`src/rtl/lsb_pkg.sv`:
```
package lsb_pkg;
  localparam logic [1:0] TR_IDLE   = 2'b00;
  localparam logic [1:0] TR_BUSY   = 2'b01;
  localparam logic [1:0] TR_NONSEQ = 2'b10;
  localparam logic [1:0] TR_SEQ    = 2'b11;
  localparam logic [2:0] BU_SINGLE = 3'b000;

  typedef enum logic [1:0] {
    ST_IDLE = 2'b00,
    ST_ADDR = 2'b01,
    ST_DATA = 2'b10
  } lsb_state_e;
endpackage

```
`src/rtl/lsb_rst_sync.sv`:
```
module lsb_rst_sync #(
  parameter int STAGES = 2
) (
  input  logic clk_i,
  input  logic rst_n_i,
  output logic rst_n_o
);
  logic [STAGES-1:0] sync_q;

  always_ff @(posedge clk_i or negedge rst_n_i) begin
    if (!rst_n_i) sync_q <= '0;
    else          sync_q <= {sync_q[STAGES-2:0], 1'b1};
  end

  assign rst_n_o = sync_q[STAGES-1];
endmodule

```
`src/rtl/lsb_req_reg.sv`:
```
module lsb_req_reg #(
  parameter int AW = 32,
  parameter int DW = 32,
  parameter int SW = 3
) (
  input  logic          clk_i,
  input  logic          rst_n_i,
  input  logic          load_en_i,
  input  logic          we_i,
  input  logic [AW-1:0] addr_i,
  input  logic [DW-1:0] wdata_i,
  input  logic [SW-1:0] size_i,
  output logic          we_o,
  output logic [AW-1:0] addr_o,
  output logic [DW-1:0] wdata_o,
  output logic [SW-1:0] size_o
);
  logic          we_q,    we_d;
  logic [AW-1:0] addr_q,  addr_d;
  logic [DW-1:0] wdata_q, wdata_d;
  logic [SW-1:0] size_q,  size_d;

  always_comb begin
    we_d    = we_q;
    addr_d  = addr_q;
    wdata_d = wdata_q;
    size_d  = size_q;
    if (load_en_i) begin
      we_d    = we_i;
      addr_d  = addr_i;
      wdata_d = wdata_i;
      size_d  = size_i;
    end
  end

  always_ff @(posedge clk_i or negedge rst_n_i) begin
    if (!rst_n_i) begin
      we_q    <= 1'b0;
      addr_q  <= '0;
      wdata_q <= '0;
      size_q  <= '0;
    end else begin
      we_q    <= we_d;
      addr_q  <= addr_d;
      wdata_q <= wdata_d;
      size_q  <= size_d;
    end
  end

  assign we_o    = we_q;
  assign addr_o  = addr_q;
  assign wdata_o = wdata_q;
  assign size_o  = size_q;
endmodule

```
`src/rtl/lsb_xfer_fsm.sv`:
```
module lsb_xfer_fsm
  import lsb_pkg::*;
(
  input  logic       clk_i,
  input  logic       rst_n_i,
  input  logic       req_i,
  input  logic       done_i,
  input  logic       hready_i,
  input  logic       hresp_i,
  output logic       accept_o,
  output logic       rdy_o,
  output logic       data_end_o,
  output logic       in_data_o,
  output logic [1:0] htrans_o
);
  lsb_state_e st_q, st_d;

  assign rdy_o      = (st_q == ST_IDLE) && !done_i;
  assign accept_o   = rdy_o && req_i;
  assign in_data_o  = (st_q == ST_DATA);
  assign data_end_o = in_data_o && hready_i;
  assign htrans_o   = (st_q == ST_ADDR) ? TR_NONSEQ : TR_IDLE;

  always_comb begin
    st_d = st_q;
    case (st_q)
      ST_IDLE: if (accept_o) st_d = ST_ADDR;
      ST_ADDR: if (hready_i) st_d = ST_DATA;
      ST_DATA: if (hready_i) st_d = ST_IDLE;
      default: st_d = ST_IDLE;
    endcase
  end

  always_ff @(posedge clk_i or negedge rst_n_i) begin
    if (!rst_n_i) st_q <= ST_IDLE;
    else          st_q <= st_d;
  end

  AST_STATE_LEGAL: assert property (@(posedge clk_i) disable iff (!rst_n_i)
    st_q inside {ST_IDLE, ST_ADDR, ST_DATA});
  AST_ERR_FIRST_IDLE: assert property (@(posedge clk_i) disable iff (!rst_n_i)
    (in_data_o && !hready_i && hresp_i) |=> (htrans_o == TR_IDLE));
  AST_DATA_AFTER_ADDR: assert property (@(posedge clk_i) disable iff (!rst_n_i)
    (htrans_o == TR_NONSEQ && hready_i) |=> in_data_o);
endmodule

```
`src/rtl/lsb_resp_reg.sv`:
```
module lsb_resp_reg #(
  parameter int DW = 32
) (
  input  logic          clk_i,
  input  logic          rst_n_i,
  input  logic          data_end_i,
  input  logic          hresp_i,
  input  logic [DW-1:0] hrdata_i,
  output logic          done_o,
  output logic          err_o,
  output logic [DW-1:0] rdata_o
);
  logic          done_q,  done_d;
  logic          err_q,   err_d;
  logic [DW-1:0] rdata_q, rdata_d;

  always_comb begin
    done_d  = data_end_i;
    err_d   = data_end_i && hresp_i;
    rdata_d = rdata_q;
    if (data_end_i) rdata_d = hrdata_i;
  end

  always_ff @(posedge clk_i or negedge rst_n_i) begin
    if (!rst_n_i) begin
      done_q  <= 1'b0;
      err_q   <= 1'b0;
      rdata_q <= '0;
    end else begin
      done_q  <= done_d;
      err_q   <= err_d;
      rdata_q <= rdata_d;
    end
  end

  assign done_o  = done_q;
  assign err_o   = err_q;
  assign rdata_o = rdata_q;

  AST_ERR_ONLY_WITH_DONE: assert property (@(posedge clk_i) disable iff (!rst_n_i)
    err_o |-> done_o);
endmodule

```
`src/rtl/lsb_ahb_master.sv`:
```
module lsb_ahb_master
  import lsb_pkg::*;
#(
  parameter int AW = 32,
  parameter int DW = 32
) (
  input  logic          clk_i,
  input  logic          rst_n_i,
  input  logic          cpu_req_i,
  input  logic          cpu_we_i,
  input  logic [AW-1:0] cpu_addr_i,
  input  logic [DW-1:0] cpu_wdata_i,
  input  logic [2:0]    cpu_size_i,
  output logic          cpu_rdy_o,
  output logic          cpu_done_o,
  output logic          cpu_err_o,
  output logic [DW-1:0] cpu_rdata_o,
  output logic [AW-1:0] haddr_o,
  output logic [1:0]    htrans_o,
  output logic [2:0]    hburst_o,
  output logic          hwrite_o,
  output logic [2:0]    hsize_o,
  output logic [DW-1:0] hwdata_o,
  input  logic [DW-1:0] hrdata_i,
  input  logic          hready_i,
  input  logic          hresp_i
);
  localparam int SW = 3;

  logic rst_n_s;
  logic accept, data_end, in_data, done_w;

  lsb_rst_sync #(.STAGES(2)) u_rst (
    .clk_i(clk_i), .rst_n_i(rst_n_i), .rst_n_o(rst_n_s)
  );

  lsb_req_reg #(.AW(AW), .DW(DW), .SW(SW)) u_req (
    .clk_i(clk_i), .rst_n_i(rst_n_s), .load_en_i(accept),
    .we_i(cpu_we_i), .addr_i(cpu_addr_i), .wdata_i(cpu_wdata_i), .size_i(cpu_size_i),
    .we_o(hwrite_o), .addr_o(haddr_o), .wdata_o(hwdata_o), .size_o(hsize_o)
  );

  lsb_xfer_fsm u_fsm (
    .clk_i(clk_i), .rst_n_i(rst_n_s), .req_i(cpu_req_i), .done_i(done_w),
    .hready_i(hready_i), .hresp_i(hresp_i), .accept_o(accept), .rdy_o(cpu_rdy_o),
    .data_end_o(data_end), .in_data_o(in_data), .htrans_o(htrans_o)
  );

  lsb_resp_reg #(.DW(DW)) u_resp (
    .clk_i(clk_i), .rst_n_i(rst_n_s), .data_end_i(data_end), .hresp_i(hresp_i),
    .hrdata_i(hrdata_i), .done_o(done_w), .err_o(cpu_err_o), .rdata_o(cpu_rdata_o)
  );

  assign cpu_done_o = done_w;
  assign hburst_o   = BU_SINGLE;

  AST_NO_BURST_TYPES: assert property (@(posedge clk_i) disable iff (!rst_n_s)
    (htrans_o != TR_BUSY) && (htrans_o != TR_SEQ));
  AST_ADDR_STALL_HOLD: assert property (@(posedge clk_i) disable iff (!rst_n_s)
    (htrans_o == TR_NONSEQ && !hready_i) |=>
      (htrans_o == TR_NONSEQ) && $stable(haddr_o) && $stable(hwrite_o) && $stable(hsize_o));
  AST_WDATA_STALL_HOLD: assert property (@(posedge clk_i) disable iff (!rst_n_s)
    (in_data && !hready_i) |=> $stable(hwdata_o));
  AST_DONE_NEEDS_READY: assert property (@(posedge clk_i) disable iff (!rst_n_s)
    (in_data && !hready_i) |=> !cpu_done_o);
  AST_DONE_PULSE: assert property (@(posedge clk_i) disable iff (!rst_n_s)
    cpu_done_o |=> !cpu_done_o);
  AST_BUSY_NO_ACCEPT: assert property (@(posedge clk_i) disable iff (!rst_n_s)
    cpu_done_o |-> !cpu_rdy_o);
endmodule

```
`config.mk`:
```
export PLATFORM = sky130hd
export DESIGN_NAME = lsb_ahb_master
export DESIGN_NICKNAME = d
export VERILOG_FILES = /design/src/rtl/lsb_pkg.sv /design/src/rtl/lsb_rst_sync.sv /design/src/rtl/lsb_req_reg.sv /design/src/rtl/lsb_xfer_fsm.sv /design/src/rtl/lsb_resp_reg.sv /design/src/rtl/lsb_ahb_master.sv
export SDC_FILE = /design/constraint.sdc
export NUM_CORES = 1
export LEC_CHECK = 0
export BUFFER_PORTS_ARGS = -buffer_cell sky130_fd_sc_hd__buf_2
export CORE_MARGIN = 1
export CORE_UTILIZATION = 46
export CTS_BUF_LIST = sky130_fd_sc_hd__clkbuf_8
export DETAILED_ROUTE_END_ITERATION = 8
export PLACE_DENSITY = 0.85
export SLEW_MARGIN = 10
export SYNTH_ARGS = -nofsm -noshare
export SYNTH_HDL_FRONTEND = slang
export SYNTH_SLANG_ARGS = --single-unit
```
`constraint.sdc`:
```
create_clock -name clk_i -period 4.4 [get_ports clk_i]
set_input_delay 0.22 -clock clk_i [delete_from_list [all_inputs] [get_ports clk_i]]
set_output_delay 0.22 -clock clk_i [all_outputs]
set_load 0.02 [all_outputs]
```
==> results.cfg <==
[outcome]
status = finished clean

[floorplanning]
num_rows = 33
start_util_pct = 47.8
core_mm2 = 0.00830
ios = 213
fp.dieW_um = 94.9
die_y_um = 94.9
dieArea_mm2 = 0.00901

[grt]
antenna_found_initial = 0
grt_pass1_wl_mm = 12.4
met1_usage_pct = 19.8
use_met2_pct = 32.9
grt_max_degree = 61
grt_use_met3_pct = 6.52
grt.overflow.total = 0
track_usage_pct = 18.3
grt_pass1_vias = 2742
top_usage_layer = met2

[clock_network]
cts_root_buf = clkbuf_8
clock-sinks = 106
path_clk_slew_ns = 0.10
htree_levels = 3
cts_tree = done
cts_max_path_buffers = 2
postCtsSetupBuffers = 0
worstSkewPairLatency_ns = 0.35
cts_made_buffers = 9

[drt]
postRouteAntennaNets = 0
drc_errors = 0
via_per_inst = 4.84
wl_per_cell_um = 14.9
dr.pass1.iters = 4
drtIter0Drc = 45
vias = 2684
finalWirelength_mm = 8.25

[layout]
multiInputGateArea_mm2 = 0.00123
syn_to_final_growth_pct = 33.5
regArea_mm2 = 0.00266
fin_nets = 551
fin_cells = 555
insertedDiodeCount = 0
nFillCells = 651
drive_gt1_share_pct = 68.4

[sta]
rsz0062_at_grt = false
maxSlewViolCount = 0
max_slew_margin_pct = 53.0
worst_pin_slew_ns = 0.701
post-route-period-util_pct = 46.4
fmax_mhz = 490
fin_skew_ns = 0.0130
finalCriticalPeriod_ns = 2.04
hold_viol = 0
setup_viol = 0
setup_tns_ns = 0

[critical_path]
cp.arrival_ns = 2.27
crit_required_ns = 4.63
path_max_fanout = 60
crit_path_start_kind = flip-flop
r2r_slack_ns = 2.36
end_kind = flip-flop
crit_type = reg -> reg

[synth]
ys_seq_area_share_pct = 66.8
netlist_area_mm2 = 0.00397
post_synth.cell_area_avg_um2 = 17.0
ys_seq_elements = 106
synthCells = 234
ys_warn_count = 0
ys_types = 18

[job]
maxCapViolations = 0

[pwr]
p_leak_nw = 2.68
ir_drop_v = 0.000383
power.density_mw_per_mm2 = 791

[min_path]
hold_class = in -> reg

[placement]
place_congestion = 0.672
placed_cells = 539
dpl.hpwl_mm = 6.29
io_buffers = 208
-- per-stage QoR --
step / hold slack, ns / power (W) / util [%] / cell area, µm² / setup slack [ns]
2_1_floorplan: -0.0756 / 0.00299 / - / 3980 / 1.23
3_3_place_gp: 0.00541 / 0.00359 / 61.4 / 5100 / 2.41
3_5_place_dp: 0.00896 / 0.00367 / 61.4 / 5100 / 2.34
4_1_cts: 0.0643 / 0.00426 / 63.9 / 5300 / 2.33
5_1_grt: 0.0575 / 0.00446 / 63.9 / 5300 / 2.23
6_report: 0.0806 / 0.00419 / 63.9 / 5300 / 2.36
-- registers in the layout, indices dropped and copies added (netlist names) --
name and flops:
u_req.addr_o 32, u_req.wdata_o 32, u_resp.rdata_o 32, u_req.size_o 3
u_fsm.st_q 2, u_rst.sync_q 2, u_req.we_o 1, u_resp.done_o 1
u_resp.err_o 1
-- path summary, 6_finish.rpt --
path	from	endpoint	cells past startpoint
max	u_resp.done_o	u_req.wdata_o[25]	3
min	cpu_wdata_i[8]	u_req.wdata_o[8]	2
max reg2reg	u_resp.done_o	u_req.wdata_o[25]	3
min reg2reg	u_rst.sync_q[1]	u_req.addr_o[24]	0
max in group asynchronous	u_rst.sync_q[1]	u_req.wdata_o[11]	1
min in group asynchronous	rst_n_i	u_rst.sync_q[0]	2
-- cells by family after synthesis --
family	synth area share, %
simple gates	1.73
mux	28.4
buf+inv	2.58
flops	66.8
other cells	0.189
compound gates	0.315
-- final cells by class --
cell class	instances	area share (%)
clock inverter	5	1.06
clock buffer	10	2.60
multi-input combinational	115	23.1
timing repair buffer	212	20.5
inverter	2	0.142
tap	105	2.48
sequential	106	50.1
-- cells in the mapped netlist --
cell type,count,area share [%]
nor4b_4,1,0.60
nor3b_1,1,0.19
nand3b_1,1,0.19
nand2b_1,1,0.16
a21o_1,1,0.19
nor2_1,1,0.094
nor3_1,1,0.13
nor2b_1,1,0.16
or3b_2,1,0.22
inv_1,2,0.19
buf_2,7,0.88
buf_4,5,0.95
mux2_2,80,23
a21oi_1,1,0.13
dfrtp_1,106,67
mux2_1,20,5.7
conb_1,2,0.19
buf_6,2,0.57
-- placed cells by master, fill, tap and decap left out, types with 2 or more instances in the layout --
cell type  count
buf_2        208
dfrtp_1      105
mux2_2        80
mux2_1        20
clkbuf_8      10
conb_1         5
inv_1          3
clkinv_4       2
buf_4          2
-- power breakdown --
part           leakage [nW]  internal [W]  switching, W
logic                  1.32      0.000827       0.00108
registers              1.25       0.00146      0.000248
clock network         0.104      0.000275      0.000304
-- per-layer routing --
metal | part of all wire, % | wire [µm]
met2 | 53 | 4360
met5 | 0 | 0
met3 | 9.3 | 771
met1 | 37 | 3020
met4 | 1.2 | 99
-- timing repair --
action	in CTS	in global routing
endpoints found under the hold margin	2	0
hold buffers	1	0
resized for setup	0	0
-- worst max-delay path, stage by stage, from the launching register on --
cell and delay [ns]:
dfrtp_1 0.45, nor4b_4 0.69, buf_12 0.37, mux2_2 0.38
Power figures use the tool's default switching activity.
